==> config.mk <==
export PLATFORM = sky130hd
export DESIGN_NAME = keypad_scanner
export DESIGN_NICKNAME = d
export VERILOG_FILES = /design/src/rtl/kp_pkg.sv /design/src/rtl/kp_row_sync.sv /design/src/rtl/kp_tick_gen.sv /design/src/rtl/kp_scan_engine.sv /design/src/rtl/keypad_scanner.sv
export SDC_FILE = /design/constraint.sdc
export NUM_CORES = 1
export LEC_CHECK = 0
export BUFFER_PORTS_ARGS = -buffer_cell sky130_fd_sc_hd__buf_4
export CELL_PAD_IN_SITES_DETAIL_PLACEMENT = 1
export CELL_PAD_IN_SITES_GLOBAL_PLACEMENT = 1
export CORE_MARGIN = 2
export CORE_UTILIZATION = 51
export CTS_CLUSTER_DIAMETER = 40
export DETAILED_ROUTE_END_ITERATION = 6
export PLACE_DENSITY_LB_ADDON = 0.12
export SYNTH_ARGS = -nofsm -noshare
export SYNTH_HDL_FRONTEND = slang
export SYNTH_SLANG_ARGS = --single-unit
==> constraint.sdc <==
create_clock -name clk -period 12.8 [get_ports clk]
set_input_delay 1.28 -clock clk [delete_from_list [all_inputs] [get_ports clk]]
set_output_delay 1.28 -clock clk [all_outputs]
set_load 0.03 [all_outputs]
==> src/rtl/kp_pkg.sv <==
package kp_pkg;
    localparam int ROWS = 4;
    localparam int COLS = 4;
    localparam int KEYS = ROWS * COLS;

    typedef enum logic [1:0] {
        MODE_OFF  = 2'b00,
        MODE_HOST = 2'b01,
        MODE_AUTO = 2'b10,
        MODE_RSVD = 2'b11
    } kp_mode_e;

    typedef enum logic [2:0] {
        ST_OFF, ST_DETECT, ST_HOLD, ST_COL, ST_EVAL
    } kp_state_e;

    typedef struct packed {
        logic [2:0] dbc;
        kp_mode_e   mode;
    } kp_cfg_t;

    localparam logic [2:0] A_CFG   = 3'd0;
    localparam logic [2:0] A_KMASK = 3'd1;
    localparam logic [2:0] A_CMASK = 3'd2;
    localparam logic [2:0] A_PEND  = 3'd3;
    localparam logic [2:0] A_STAT  = 3'd4;

    function automatic int unsigned dbc_ms(input logic [2:0] code);
        case (code)
            3'd0:    return 2;
            3'd1:    return 10;
            3'd2:    return 20;
            3'd3:    return 50;
            3'd4:    return 60;
            3'd5:    return 80;
            3'd6:    return 100;
            default: return 120;
        endcase
    endfunction

    function automatic logic [KEYS-1:0] col_bits(input logic [COLS-1:0] cm);
        logic [KEYS-1:0] b;
        b = '0;
        for (int r = 0; r < ROWS; r++)
            for (int c = 0; c < COLS; c++)
                b[r*COLS + c] = cm[c];
        return b;
    endfunction

    function automatic logic scanning(input kp_mode_e m);
        return (m == MODE_AUTO) || (m == MODE_HOST);
    endfunction
endpackage

==> src/rtl/kp_row_sync.sv <==
module kp_row_sync #(
    parameter int WIDTH  = 4,
    parameter int STAGES = 2
) (
    input  logic             clk,
    input  logic             rst,
    input  logic [WIDTH-1:0] d,
    output logic [WIDTH-1:0] q
);
    logic [WIDTH-1:0] chain [STAGES];

    always_ff @(posedge clk) begin
        if (rst) begin
            for (int i = 0; i < STAGES; i++) chain[i] <= '0;
        end else begin
            chain[0] <= d;
            for (int i = 1; i < STAGES; i++) chain[i] <= chain[i-1];
        end
    end

    assign q = chain[STAGES-1];
endmodule

==> src/rtl/kp_tick_gen.sv <==
module kp_tick_gen #(
    parameter int CLKS_PER_TICK = 100
) (
    input  logic clk,
    input  logic rst,
    output logic tick
);
    localparam int W = $clog2(CLKS_PER_TICK + 1);
    localparam logic [W-1:0] LAST = W'(CLKS_PER_TICK - 1);

    logic [W-1:0] cnt;

    always_ff @(posedge clk) begin
        if (rst || cnt == LAST) cnt <= '0;
        else                    cnt <= cnt + 1'b1;
    end

    assign tick = (cnt == LAST);
endmodule

==> src/rtl/kp_scan_engine.sv <==
module kp_scan_engine
    import kp_pkg::*;
#(
    parameter int SYNC_STAGES  = 2,
    parameter int TICKS_PER_MS = 1000
) (
    input  logic            clk,
    input  logic            rst,
    input  logic            tick,
    input  kp_cfg_t         cfg,
    input  logic            host_start,
    input  logic            armed,
    input  logic [COLS-1:0] colmask,
    input  logic [ROWS-1:0] rows_s,
    output logic [COLS-1:0] col_drv,
    output logic            press_evt,
    output logic            done,
    output logic [KEYS-1:0] result
);
    localparam int GUARD = SYNC_STAGES + 1;
    localparam int GW    = $clog2(GUARD + 1);
    localparam int CNT_W = $clog2(120 * TICKS_PER_MS + 1) + 1;
    localparam logic [CNT_W-1:0] CNT_MAX = '1;
    localparam logic [GW-1:0] GLAST = GW'(GUARD - 1);

    kp_state_e         state;
    logic [1:0]        col;
    logic              phase;
    logic [GW-1:0]     gcnt;
    logic [KEYS-1:0]   snap, prev;
    logic              first;
    logic [CNT_W-1:0]  cnt;
    logic [CNT_W-1:0]  period_t;

    assign period_t = CNT_W'(dbc_ms(cfg.dbc) * TICKS_PER_MS);

    always_comb begin
        case (state)
            ST_DETECT, ST_HOLD: col_drv = ~colmask;
            ST_COL:             col_drv = colmask[col] ? '0 : (COLS'(1) << col);
            default:            col_drv = '0;
        endcase
    end

    always_ff @(posedge clk) begin
        if (rst) begin
            state     <= ST_OFF;
            col       <= '0;
            phase     <= 1'b0;
            gcnt      <= '0;
            snap      <= '0;
            prev      <= '0;
            first     <= 1'b1;
            cnt       <= '0;
            press_evt <= 1'b0;
            done      <= 1'b0;
            result    <= '0;
        end else begin
            press_evt <= 1'b0;
            done      <= 1'b0;
            if (tick && cnt != CNT_MAX) cnt <= cnt + 1'b1;

            if (!scanning(cfg.mode)) begin
                state <= ST_OFF;
            end else begin
                case (state)
                    ST_OFF: state <= ST_DETECT;
                    ST_DETECT, ST_HOLD: begin
                        if (cfg.mode == MODE_HOST && host_start) begin
                            state <= ST_COL; col <= '0; phase <= 1'b0;
                            snap <= '0; first <= 1'b1; cnt <= '0;
                        end else if (state == ST_DETECT && armed && (|rows_s)) begin
                            press_evt <= 1'b1;
                            if (cfg.mode == MODE_AUTO) begin
                                state <= ST_COL; col <= '0; phase <= 1'b0;
                                snap <= '0; first <= 1'b1; cnt <= '0;
                            end else begin
                                state <= ST_HOLD;
                            end
                        end
                    end
                    ST_COL: begin
                        if (colmask[col] || (phase && gcnt == GLAST)) begin
                            if (!colmask[col])
                                for (int r = 0; r < ROWS; r++)
                                    snap[r*COLS + int'(col)] <= rows_s[r];
                            phase <= 1'b0;
                            if (col == 2'(COLS - 1)) state <= ST_EVAL;
                            else                     col <= col + 1'b1;
                        end else if (!phase) begin
                            if (tick) begin phase <= 1'b1; gcnt <= '0; end
                        end else begin
                            gcnt <= gcnt + 1'b1;
                        end
                    end
                    ST_EVAL: begin
                        state <= ST_COL; col <= '0; phase <= 1'b0; snap <= '0;
                        if (first || snap != prev) begin
                            prev  <= snap;
                            first <= 1'b0;
                            cnt   <= '0;
                        end else if (cnt >= period_t) begin
                            done   <= 1'b1;
                            result <= snap;
                            state  <= ST_DETECT;
                        end
                    end
                    default: state <= ST_OFF;
                endcase
            end
        end
    end

    // a masked column is never driven
    a_r6_masked_col_quiet: assert property (@(posedge clk) disable iff (rst)
        (col_drv & colmask) == '0);

    // at most one column is strobed while the matrix is being sampled
    a_r3_single_strobe: assert property (@(posedge clk) disable iff (rst)
        (state == ST_COL) |-> $onehot0(col_drv));

    // a completed scan never follows a pass that saw a change
    a_r4_stable_before_done: assert property (@(posedge clk) disable iff (rst)
        done |-> !first);
endmodule

==> src/rtl/keypad_scanner.sv <==
module keypad_scanner
    import kp_pkg::*;
#(
    parameter int CLKS_PER_TICK = 100,
    parameter int TICKS_PER_MS  = 1000,
    parameter int SYNC_STAGES   = 2
) (
    input  logic        clk,
    input  logic        rst,
    input  logic        wr_en,
    input  logic        rd_en,
    input  logic [2:0]  addr,
    input  logic [15:0] wdata,
    output logic [15:0] rdata,
    input  logic [3:0]  row_in,
    output logic [3:0]  col_drv,
    output logic        keyirq_n
);
    kp_cfg_t         cfg;
    logic [KEYS-1:0] kmask;
    logic [COLS-1:0] cmask;
    logic [KEYS-1:0] pending, status;
    logic            armed;
    logic            tick, press_evt, scan_done, host_start;
    logic [ROWS-1:0] rows_s;
    logic [KEYS-1:0] result;

    kp_tick_gen #(.CLKS_PER_TICK(CLKS_PER_TICK)) u_tick (
        .clk(clk), .rst(rst), .tick(tick));

    kp_row_sync #(.WIDTH(ROWS), .STAGES(SYNC_STAGES)) u_sync (
        .clk(clk), .rst(rst), .d(row_in), .q(rows_s));

    assign host_start = wr_en && addr == A_CFG && wdata[8];

    kp_scan_engine #(.SYNC_STAGES(SYNC_STAGES), .TICKS_PER_MS(TICKS_PER_MS)) u_eng (
        .clk(clk), .rst(rst), .tick(tick), .cfg(cfg), .host_start(host_start),
        .armed(armed), .colmask(cmask), .rows_s(rows_s), .col_drv(col_drv),
        .press_evt(press_evt), .done(scan_done), .result(result));

    logic data_read;
    assign data_read = rd_en && (addr == A_PEND || addr == A_STAT);

    always_ff @(posedge clk) begin
        if (rst) begin
            cfg      <= '0;
            kmask    <= '0;
            cmask    <= '0;
            pending  <= '0;
            status   <= '0;
            armed    <= 1'b1;
            keyirq_n <= 1'b1;
        end else begin
            if (wr_en) begin
                case (addr)
                    A_CFG:   cfg   <= kp_cfg_t'(wdata[4:0]);
                    A_KMASK: kmask <= wdata;
                    A_CMASK: cmask <= wdata[COLS-1:0];
                    default: ;
                endcase
            end
            if (scan_done) begin
                pending <= result;
                status  <= result & ~kmask;
            end
            if (press_evt)      armed <= 1'b0;
            else if (data_read) armed <= 1'b1;
            if (press_evt)                               keyirq_n <= 1'b0;
            else if (scan_done || !scanning(cfg.mode))   keyirq_n <= 1'b1;
        end
    end

    always_comb begin
        case (addr)
            A_CFG:   rdata = {11'b0, cfg};
            A_KMASK: rdata = kmask;
            A_CMASK: rdata = {{(16-COLS){1'b0}}, cmask};
            A_PEND:  rdata = pending;
            A_STAT:  rdata = status;
            default: rdata = '0;
        endcase
    end

    // the interrupt only falls while re-armed
    a_r7_fall_needs_arm: assert property (@(posedge clk) disable iff (rst)
        $fell(keyirq_n) |-> $past(armed));

    // the interrupt rises only on scan completion or when switched off
    a_r7_rise_on_done: assert property (@(posedge clk) disable iff (rst)
        $rose(keyirq_n) |-> ($past(scan_done) || !scanning($past(cfg.mode))));

    // result words change only after a completed scan
    a_r5_pending_hold: assert property (@(posedge clk) disable iff (rst)
        !scan_done |=> $stable(pending));

    // with the mode off, no column is driven
    a_r1_off_quiet: assert property (@(posedge clk) disable iff (rst)
        !scanning(cfg.mode) |=> col_drv == '0);
endmodule

# After elaboration in Yosys (flattened, before gate mapping)
# Memory sizes are Yosys's and may differ from the RTL's.
# Index checks and enable logic that the tools add are counted.
# Widths: inputs -> output; s select.
[word_totals]
out_inout_bits = 21
memories = 1
inputBits = 27
regBits = 143
wordCells = 191
ram_bits = 8
[mem_list]
columns = ["name", "words", "width", "rd", "rd_clocked_by_memory_dff", "wr", "line_no", "source"]
rows = [
  ["u_sync.chain", 2, 4, 2, 0, 2, "kp_row_sync.sv:10", "logic [WIDTH-1:0] chain [STAGES];"],
]
[op_classes]
muxes = 70
n_addsub = 7
shift = 1
n_reduce_logical = 43
eq_ne = 28
multipliers = 1
magnitude_cmp = 10
bitwise_logic = 10
[op_table]
columns = ["operator", "count"]
rows = [
  ["$mux 18", 6],
  ["$ge 32x1->1 const B", 3],
  ["$lt 32x6->1 const B", 3],
  ["$mux 16", 5],
  ["$pmux 16 s5", 1],
  ["$bwmux 16", 4],
  ["$pmux 7 s7", 1],
  ["$pmux 16 s3", 1],
  ["$pmux 18 s2", 1],
  ["$mux 1", 25],
  ["$add 18x1->18 const B", 1],
  ["$eq 3x2->1 const B", 6],
  ["$ge 18x18->1", 1],
  ["$ne 18x18->1 const B", 1],
  ["$and 16x16->16", 1],
  ["$mux 2", 8],
  ["$ne 16x16->1", 1],
  ["$not 16->16", 1],
  ["$eq 3x3->1 const B", 5],
  ["$mux 3", 5],
  ["$mul 7x7->14 const B", 1],
  ["$demux 1 s4", 3],
  ["$logic_and 1x1->1", 12],
  ["$mux 4", 3],
  ["38 further kinds", 71],
]

# Depth between registers and ports, before layout
# Gate-level depths: netlist (run 1).
[depth]
depth_word = 11
depth_mapped = 23

# Cells and area by module
# Synthesis (run 1) repeated with hierarchy kept, for this count alone.
[hier_totals]
hier_cells = 926
hier_area_um2 = 8260.4
[by_module_without_submodules]
columns = ["mod", "cells_per_inst", "n_inst", "area_per_inst_um2"]
rows = [
  ["kp_scan_engine", 572, 1, 5087.4],
  ["keypad_scanner", 301, 1, 2626.3],
  ["kp_tick_gen", 33, 1, 306.5],
  ["kp_row_sync", 20, 1, 240.2],
]

# Worst setup path after synthesis (run 1)
# OpenSTA, ideal clock, no wires.
[synth_timing]
path_type = "register -> register"
start = "reg cfg[2] (netlist name)"
end = "reg u_eng.result[10]"
period_less_slack_ps = 5282
arrival_ps = 5210
required_time_ps = 12728
stages_incl_launch_ff = 22
setup_slack_ps = 7518
path_cell_list = "dfxtp_1 clkbuf_1 nand2b_1 nand2_1 ha_1 inv_1 fa_1 inv_1 fa_1 ha_1 ha_1 nor2b_1 o211a_1 o21a_1 o2111a_1 a211oi_1 ha_1 and4b_1 o211ai_1 a2111oi_4 buf_6 mux2i_1"
[synth_via]
elab_chain_len = 5
word_cells_on_any_way = 11
[synth_lines]
columns = ["element", "line_no", "source"]
rows = [
  ["$eq 3x3->1 (tied with other cells)", "kp_pkg.sv:29", "case (code)"],
  ["$pmux 7 s7 (*)", "kp_pkg.sv:29", ""],
  ["$mul 7x7->14 (*)", "kp_scan_engine.sv:35", "assign period_t = CNT_W'(dbc_ms(cfg.dbc) * TICKS_PER_MS);"],
  ["$ge 18x18->1 (*)", "kp_scan_engine.sv:102", "end else if (cnt >= period_t) begin"],
  ["$reduce_and 4->1 (no source line) (*)", "n/a", ""],
  ["end signal: assignment", "kp_scan_engine.sv:104", "result <= snap;"],
  ["end: declaration", "kp_scan_engine.sv:18", "output logic [KEYS-1:0] result"],
]
# Every way passes the cells marked *; elsewhere a longest branch is shown, timed or not.
# A chain may end at the register's enable or synchronous reset.

# Worst setup path after layout (run 1)
[layout_timing]
start = "reg cfg[2] (netlist name)"
end = "reg u_eng.result[5]"
[layout_via]
elab_chain_len = 5
word_cells_on_any_way = 11
[layout_lines]
columns = ["element", "line_no"]
rows = [
  ["$eq 3x3->1 (tied with other cells)", "kp_pkg.sv:29"],
  ["$pmux 7 s7 (*)", "kp_pkg.sv:29"],
  ["$mul 7x7->14 (*)", "kp_scan_engine.sv:35"],
  ["$ge 18x18->1 (*)", "kp_scan_engine.sv:102"],
  ["$reduce_and 4->1 (no source line) (*)", "n/a"],
]
# Marks and branches as above.

==> load_flow_metrics.sql, run 1 <==
INSERT INTO impl_metrics (metric_group, metric, value, unit) VALUES
('run_status', 'result_of_the_run', 'finished clean', ''),
('routing', 'routedWlPerCell', '19.0', 'um'),
('sta', 'final.min_clock_period', '5.93', 'ns'),
('sta', 'timing.setup.tns', '0', 'ns'),
('routing', 'met2_length', '10.7', 'mm'),
('finish', 'sequential_cell_area', '3020', 'um^2'),
('sta', 'skew', '0.00776', 'ns'),
('sta', 'worst-slew-pin-transition', '1.22', 'ns'),
('routing', 'topRoutingLayerUsed', 'met4', ''),
('yosys', 'seq_area_frac_synth', '0.363', ''),
('clocking', 'cts_root_buf', 'sky130_fd_sc_hd__clkbuf_16', ''),
('finish', 'antennaDiodeCount', '0', ''),
('sta', 'fin_hold_ws', '0.435', 'ns'),
('setup_path', 'crit_path_max_incr_delay', '0.64', 'ns'),
('grt', 'number_of_global_route_vias_before_repair', '7008', ''),
('clocking', 'clock_sink_count', '151', ''),
('yosys', 'synth.net_count', '1004', ''),
('placed_design', 'globalplace.congestion', '0.857', ''),
('clocking', 'cts_made_buffers', '17', ''),
('grt', 'antenna_violations_before_repair', '0', ''),
('finish', 'syn_to_final_growth', '12.1', '%'),
('routing', 'wl_met1', '10.3', 'mm'),
('placed_design', 'io_buffers', '47', ''),
('routing', 'route.met3.wl', '904', 'um'),
('die', 'std_cell_rows', '46', ''),
('routing', 'ant_nets', '0', ''),
('finish', 'fin_nets', '1024', ''),
('clocking', 'clk_transition_reported_paths', '0.06', 'ns'),
('power_and_ir_drop', 'p_leak', '3.66', 'nW'),
('yosys', 'synth_flop_cell', 'sky130_fd_sc_hd__dfxtp_1', ''),
('power_and_ir_drop', 'vdd_ir_drop_max', '0.0920', 'mV'),
('setup_path', 'endpoint_class_of_the_critical_path', 'flip-flop', ''),
('routing', 'wirelength', '22.2', 'mm'),
('setup_path', 'crit_required', '13.15', 'ns'),
('setup_path', 'start_kind', 'flip-flop', ''),
('clocking', 'cts_tree', 'done', ''),
('grt', 'first_pass_grt_wire_length', '36.5', 'mm'),
('yosys', 'distinct_cell_type_count_of_the_synthesized_netlist', '74', ''),
('yosys', 'synth_enable_flop_cells', '0', ''),
('setup_path', 'r2r_start', 'cfg[2]', ''),
('setup_path', 'timing.reg2reg.setup_slack', '6.87', 'ns'),
('finish', 'multiInputGateArea', '4940', 'um^2'),
('power_and_ir_drop', 'power.share.sequential', '0.464', ''),
('sta', 'timing.max_slew.rel_slack', '0.177', ''),
('yosys', 'postSynthCellCount', '918', ''),
('power_and_ir_drop', 'combPwrFrac', '0.067', ''),
('placed_design', 'placed_cell_area', '8760', 'um^2'),
('finish', 'fin_area', '9330', 'um^2'),
('routing', 'num_vias', '6690', ''),
('die', 'die_area', '17400', 'um^2'),
('power_and_ir_drop', 'cellPowerDensity', '110', 'nW/um^2'),
('setup_path', 'crit_top_cell', 'sky130_fd_sc_hd__ha_1', ''),
('yosys', 'synthArstFlopShare', '0', ''),
('routing', 'post_drt_via_cell_ratio', '5.74', ''),
('yosys', 'synth-seq-cells', '151', ''),
('die', 'initial_utilization', '0.522', ''),
('grt', 'gr-total-overflow', '0', ''),
('setup_path', 'crit_path_top_delay_cell', 'sky130_fd_sc_hd__dfxtp_1', ''),
('power_and_ir_drop', 'p_clk_frac', '0.470', ''),
('setup_path', 'rr_endpoint', 'u_eng.result[5]', ''),
('clocking', 'cts_post_setup_buffers_inserted', '0', ''),
('finish', 'layout_common_cells', '150 x sky130_fd_sc_hd__dfxtp_1, 90 x sky130_fd_sc_hd__nand2_1, 73 x sky130_fd_sc_hd__mux2i_1', ''),
('routing', 'drt_drc_violations_left', '0', ''),
('finish', 'layout-drive-gt1-share', '0.122', ''),
('power_and_ir_drop', 'power.share.switching', '0.245', ''),
('sta', 'grt_setup_unrepaired', 'no', ''),
('die', 'die-height', '132', 'um'),
('yosys', 'yosysWarningCount', '0', ''),
('setup_path', 'worst_r2r_path_depth', '20', ''),
('yosys', 'postSynthAreaPerCell', '9.06', 'um^2'),
('placed_design', 'placed_cells', '1135', '');
how the worst max path moves through the flow:
stage / from / end / slack, ns
detailed placement: cfg[2] / u_eng.result[7] / 6.95
global route: cfg[2] / u_eng.result[5] / 6.43
CTS: cfg[2] / u_eng.result[7] / 6.82
global placement: cfg[2] / u_eng.result[7] / 7.09
floorplan: cfg[2] / u_eng.result[10] / 7.52
finish: cfg[2] / u_eng.result[5] / 6.87
through the flow:
stage / util / power, mW
global route: 0.585 / 1.06
floorplan: - / 0.532
global placement: 0.550 / 0.551
finish: 0.585 / 1.03
CTS: 0.585 / 1.03
detailed placement: 0.550 / 0.555
kinds of logic (layout without fill, tap and decap cells):
logic type | count (synthesis) | in the layout | synth area share
buf+inv | 87 | 119 | 0.0430
other cells | 2 | 2 | 0.000903
compound gates | 171 | 171 | 0.140
fa+ha+maj | 59 | 59 | 0.0960
simple gates | 335 | 335 | 0.225
flops | 151 | 151 | 0.363
mux | 74 | 74 | 0.0905
xor+xnor | 39 | 39 | 0.0411
synthesized netlist by cell type (3+ instances only):
| cell | count | area [um^2] |
|---|---|---|
| sky130_fd_sc_hd__dfxtp_1 | 151 | 3020 |
| sky130_fd_sc_hd__nand2_1 | 90 | 338 |
| sky130_fd_sc_hd__mux2i_1 | 73 | 731 |
| sky130_fd_sc_hd__nand2b_1 | 69 | 432 |
| sky130_fd_sc_hd__a21oi_1 | 59 | 295 |
| sky130_fd_sc_hd__nor2_1 | 52 | 195 |
| sky130_fd_sc_hd__ha_1 | 51 | 638 |
| sky130_fd_sc_hd__clkbuf_1 | 39 | 146 |
| sky130_fd_sc_hd__inv_1 | 35 | 131 |
| sky130_fd_sc_hd__o21ai_0 | 31 | 155 |
| sky130_fd_sc_hd__xnor2_1 | 21 | 184 |
| sky130_fd_sc_hd__nand3b_1 | 19 | 143 |
| sky130_fd_sc_hd__xor2_1 | 18 | 158 |
| sky130_fd_sc_hd__nor2b_1 | 16 | 100 |
| sky130_fd_sc_hd__o2bb2ai_1 | 16 | 140 |
| sky130_fd_sc_hd__nor3_1 | 13 | 65.1 |
| sky130_fd_sc_hd__a211oi_1 | 12 | 90.1 |
| sky130_fd_sc_hd__nand3_1 | 12 | 60.1 |
| sky130_fd_sc_hd__nor3_2 | 10 | 100 |
| sky130_fd_sc_hd__fa_1 | 8 | 160 |
| sky130_fd_sc_hd__and2_1 | 7 | 43.8 |
| sky130_fd_sc_hd__o22ai_1 | 7 | 43.8 |
| sky130_fd_sc_hd__buf_1 | 6 | 22.5 |
| sky130_fd_sc_hd__nand4_1 | 5 | 31.3 |
| sky130_fd_sc_hd__nor3b_1 | 5 | 37.5 |
| sky130_fd_sc_hd__o31ai_1 | 5 | 37.5 |
| sky130_fd_sc_hd__a41oi_1 | 4 | 35.0 |
| sky130_fd_sc_hd__and3_1 | 4 | 25.0 |
| sky130_fd_sc_hd__nor4b_1 | 4 | 35.0 |
| sky130_fd_sc_hd__o21bai_1 | 4 | 30.0 |
| sky130_fd_sc_hd__or3_1 | 4 | 25.0 |
| sky130_fd_sc_hd__or4_1 | 4 | 30.0 |
| sky130_fd_sc_hd__a2111oi_0 | 3 | 26.3 |
| sky130_fd_sc_hd__a31oi_1 | 3 | 18.8 |
| sky130_fd_sc_hd__and4b_1 | 3 | 30.0 |
| sky130_fd_sc_hd__buf_6 | 3 | 33.8 |
| sky130_fd_sc_hd__o211ai_1 | 3 | 22.5 |
worst max-delay path: cells and delay by family (launching register included):
kind                     cells  cell delay, ns
adder cells (fa/ha/maj)      6            2.25
AO/OA/AOI/OAI                6            1.54
AND/OR/NAND/NOR              4            0.85
flip-flops                   1            0.64
buffers and inverters        3            0.35
multiplexers                 1            0.20
power groups by stage:
stage	clock network [mW]	logic [mW]	registers, mW
after floorplan	0	0.0458	0.486
after global placement	0	0.0641	0.487
after detailed placement	0	0.0674	0.488
after CTS	0.489	0.0689	0.477
after global routing	0.511	0.0756	0.477
final	0.483	0.0686	0.477
registers in the layout, indices dropped and copies added, names as in the netlist, 5 cells and up:
signal and count:
u_eng.cnt 18, u_tick.cnt 7, u_eng.snap 16, u_eng.result 16, status 16, kmask 16
cfg 5, u_eng.prev 16, u_sync.chain 8, pending 16
final cells by class:
type	count	share of cell area
repair buffers	52	0.0419
flip-flops and latches	151	0.324
clock inverters	12	0.0127
inverters	36	0.0145
clock buffers	19	0.0475
well taps	216	0.0290
multi-input cells	680	0.530
metal layers:
metal / GRT usage / vias to the layer above
met5: 0 / -
li1: - / 3248
met4: 0.0713 / 0
met3: 0.0494 / 27
met1: 0.348 / 3309
met2: 0.436 / 106
No activity file was read; power rests on OpenSTA's default activity.
==> inputs of run 2 (changes only) <==
- CORE_UTILIZATION: 51 -> 48
- clock period: 12.8 -> 6.15 ns (I/O delays scaled with it)
==> load_flow_metrics.sql, run 2 (synthesized netlist as in run 1, its figures left out) <==
INSERT INTO impl_metrics (metric_group, metric, value, unit) VALUES
('routing', 'num_vias', '6688', ''),
('power_and_ir_drop', 'vdd_ir_drop_max', '0.195', 'mV'),
('power_and_ir_drop', 'cellPowerDensity', '227', 'nW/um^2'),
('min_path', 'hold_path.class', 'input port to flip-flop', ''),
('clocking', 'clock_sink_count', '151', ''),
('sta', 'final.min_clock_period', '5.71', 'ns'),
('setup_path', 'crit_path_max_fanout', '16', ''),
('finish', 'final_util', '0.547', ''),
('clocking', 'cts_tree', 'done', ''),
('routing', 'routedWlPerCell', '18.5', 'um'),
('clocking', 'post_cts_resized', '0', ''),
('routing', 'drtPass1Iterations', '6', ''),
('routing', 'post_drt_via_cell_ratio', '5.67', ''),
('placed_design', 'io_buffers', '47', ''),
('finish', 'fin_nets', '1028', ''),
('clocking', 'ctsHoldBuffers', '0', ''),
('finish', 'max_flop_register', 'u_eng.cnt', ''),
('run_status', 'result_of_the_run', 'finished clean', ''),
('finish', 'largest_register_ffs', '18', ''),
('finish', 'syn_to_final_growth', '12.5', '%'),
('clocking', 'cts.htree.levels', '4', ''),
('die', 'die-height', '136', 'um'),
('setup_path', 'crit_path_max_incr_delay', '0.64', 'ns'),
('routing', 'wirelength', '21.8', 'mm'),
('power_and_ir_drop', 'p_leak', '3.68', 'nW'),
('setup_path', 'endpoint_class_of_the_critical_path', 'flip-flop', ''),
('setup_path', 'crit_path_top_delay_cell', 'sky130_fd_sc_hd__a2111oi_2', ''),
('placed_design', 'placed_cell_area', '8810', 'um^2'),
('setup_path', 'crit_top_cell', 'sky130_fd_sc_hd__ha_1', ''),
('clocking', 'clk_transition_reported_paths', '0.06', 'ns'),
('finish', 'fin_area', '9360', 'um^2'),
('die', 'initial_utilization', '0.486', ''),
('clocking', 'cts_post_setup_buffers_inserted', '0', ''),
('sta', 'timing.setup.tns', '0', 'ns'),
('clocking', 'maximum_clock_path_buffer_count', '2', ''),
('setup_path', 'timing.critical_path.cells', 'buf_4 -> nand2b_1 -> o21ai_0 -> ha_1 -> ha_1 -> inv_1 -> fa_1 -> fa_1 -> inv_1 -> ha_1 -> a21oi_1 -> o22ai_1 -> a21oi_1 -> a311o_1 -> ha_1 -> a21oi_1 -> o21ai_0 -> a2111oi_2 -> a2111oi_4 -> buf_4 -> mux2i_1', ''),
('clocking', 'cts_root_buf', 'sky130_fd_sc_hd__clkbuf_16', ''),
('sta', 'number_of_max_slew_violations_in_the_final_report', '0', ''),
('die', 'die_width', '136', 'um'),
('sta', 'skew', '0.00680', 'ns'),
('die', 'io_pins', '48', ''),
('grt', 'antenna_violations_before_repair', '0', ''),
('finish', 'layout-drive-gt1-share', '0.126', ''),
('sta', 'max_freq', '175', 'MHz'),
('grt', 'grt_max_degree', '100', ''),
('routing', 'drt-initial-drc-count', '328', ''),
('sta', 'worst-slew-pin-transition', '1.14', 'ns'),
('placed_design', 'globalplace.congestion', '0.905', ''),
('routing', 'drt_drc_violations_left', '0', ''),
('sta', 'timing.max_slew.rel_slack', '0.232', ''),
('clocking', 'cts_made_buffers', '17', ''),
('grt', 'first_pass_grt_wire_length', '36.3', 'mm'),
('setup_path', 'criticalPathCategory', 'flip-flop to flip-flop', ''),
('grt', 'gr-total-overflow', '0', ''),
('die', 'std_cell_rows', '48', ''),
('finish', 'antennaDiodeCount', '0', ''),
('die', 'core_area', '17100', 'um^2'),
('grt', 'number_of_global_route_vias_before_repair', '7052', ''),
('setup_path', 'crit_required', '6.46', 'ns'),
('placed_design', 'hpwl', '15.9', 'mm'),
('run', 'drv_cap', '0', ''),
('die', 'die_area', '18400', 'um^2'),
('setup_path', 'start_kind', 'flip-flop', ''),
('setup_path', 'cp_data_arrival_time', '6.02', 'ns'),
('routing', 'ant_nets', '0', ''),
('clocking', 'clkLatencyLatePin', '0.43', 'ns'),
('grt', 'groute.usage.overall', '0.251', ''),
('sta', 'timing.final.hold_violations', '0', ''),
('sta', 'grt_setup_unrepaired', 'no', ''),
('finish', 'layout_common_cells', '150 x sky130_fd_sc_hd__dfxtp_1, 90 x sky130_fd_sc_hd__nand2_1, 73 x sky130_fd_sc_hd__mux2i_1', ''),
('sta', 'finalSetupViolations', '0', ''),
('finish', 'final_common_cell', 'sky130_fd_sc_hd__dfxtp_1', ''),
('sta', 'finalCritPeriodShare', '0.929', '');
## run 2: per-stage QoR
step | hold WS (ns) | instances | power, mW | worst slack [ns]
floorplan | 0.414 | 918 | 1.11 | 0.868
global placement | 0.419 | 1148 | 1.15 | 0.772
detailed placement | 0.430 | 1148 | 1.15 | 0.485
CTS | 0.383 | 1180 | 2.15 | 0.416
global route | 0.398 | 1180 | 2.21 | 0.0236
finish | 0.395 | 1180 | 2.13 | 0.437
## run 2: worst max-delay path, delay by kind of cell (launching register included)
kind | cells | cell delay [ns]
buffers and inverters | 4 | 0.61
muxes | 1 | 0.15
AOI/OAI and AO/OA | 9 | 2.18
and+or+nand+nor | 1 | 0.13
DFF | 1 | 0.42
adders and majority gates | 6 | 2.10
## run 2: per-layer routing
metal / share of wire / global-route usage / up-vias
li1: - / - / 3258
met2: 0.49 / 0.431 / 95
met1: 0.46 / 0.329 / 3311
met5: 0 / 0 / -
met3: 0.028 / 0.0389 / 24
met4: 0.013 / 0.0654 / 0
## run 2: cell type report
class,instances,area [um^2]
multi-input combinational,680,4940
tap,225,282
inverter,36,135
sequential,151,3020
timing repair buffer,56,420
clock buffer,19,433
clock inverter,13,123
fill,2016,7750
## run 2: worst paths after layout
check / end / from / depth (start not counted) / slack (ns)
min reg2reg: u_sync.chain[0][5] / u_sync.chain[0][1] / 1 / 0.44
min: u_sync.chain[0][3] / row_in[3] / 2 / 0.39
max reg2reg: u_eng.result[11] / cfg[4] / 21 / 0.44
max: u_eng.result[11] / cfg[4] / 21 / 0.44
## run 2: report_power, final
part | switching [mW] | internal, mW
clock network | 0.434 | 0.561
logic | 0.0827 | 0.0582
registers | 0.00675 | 0.986
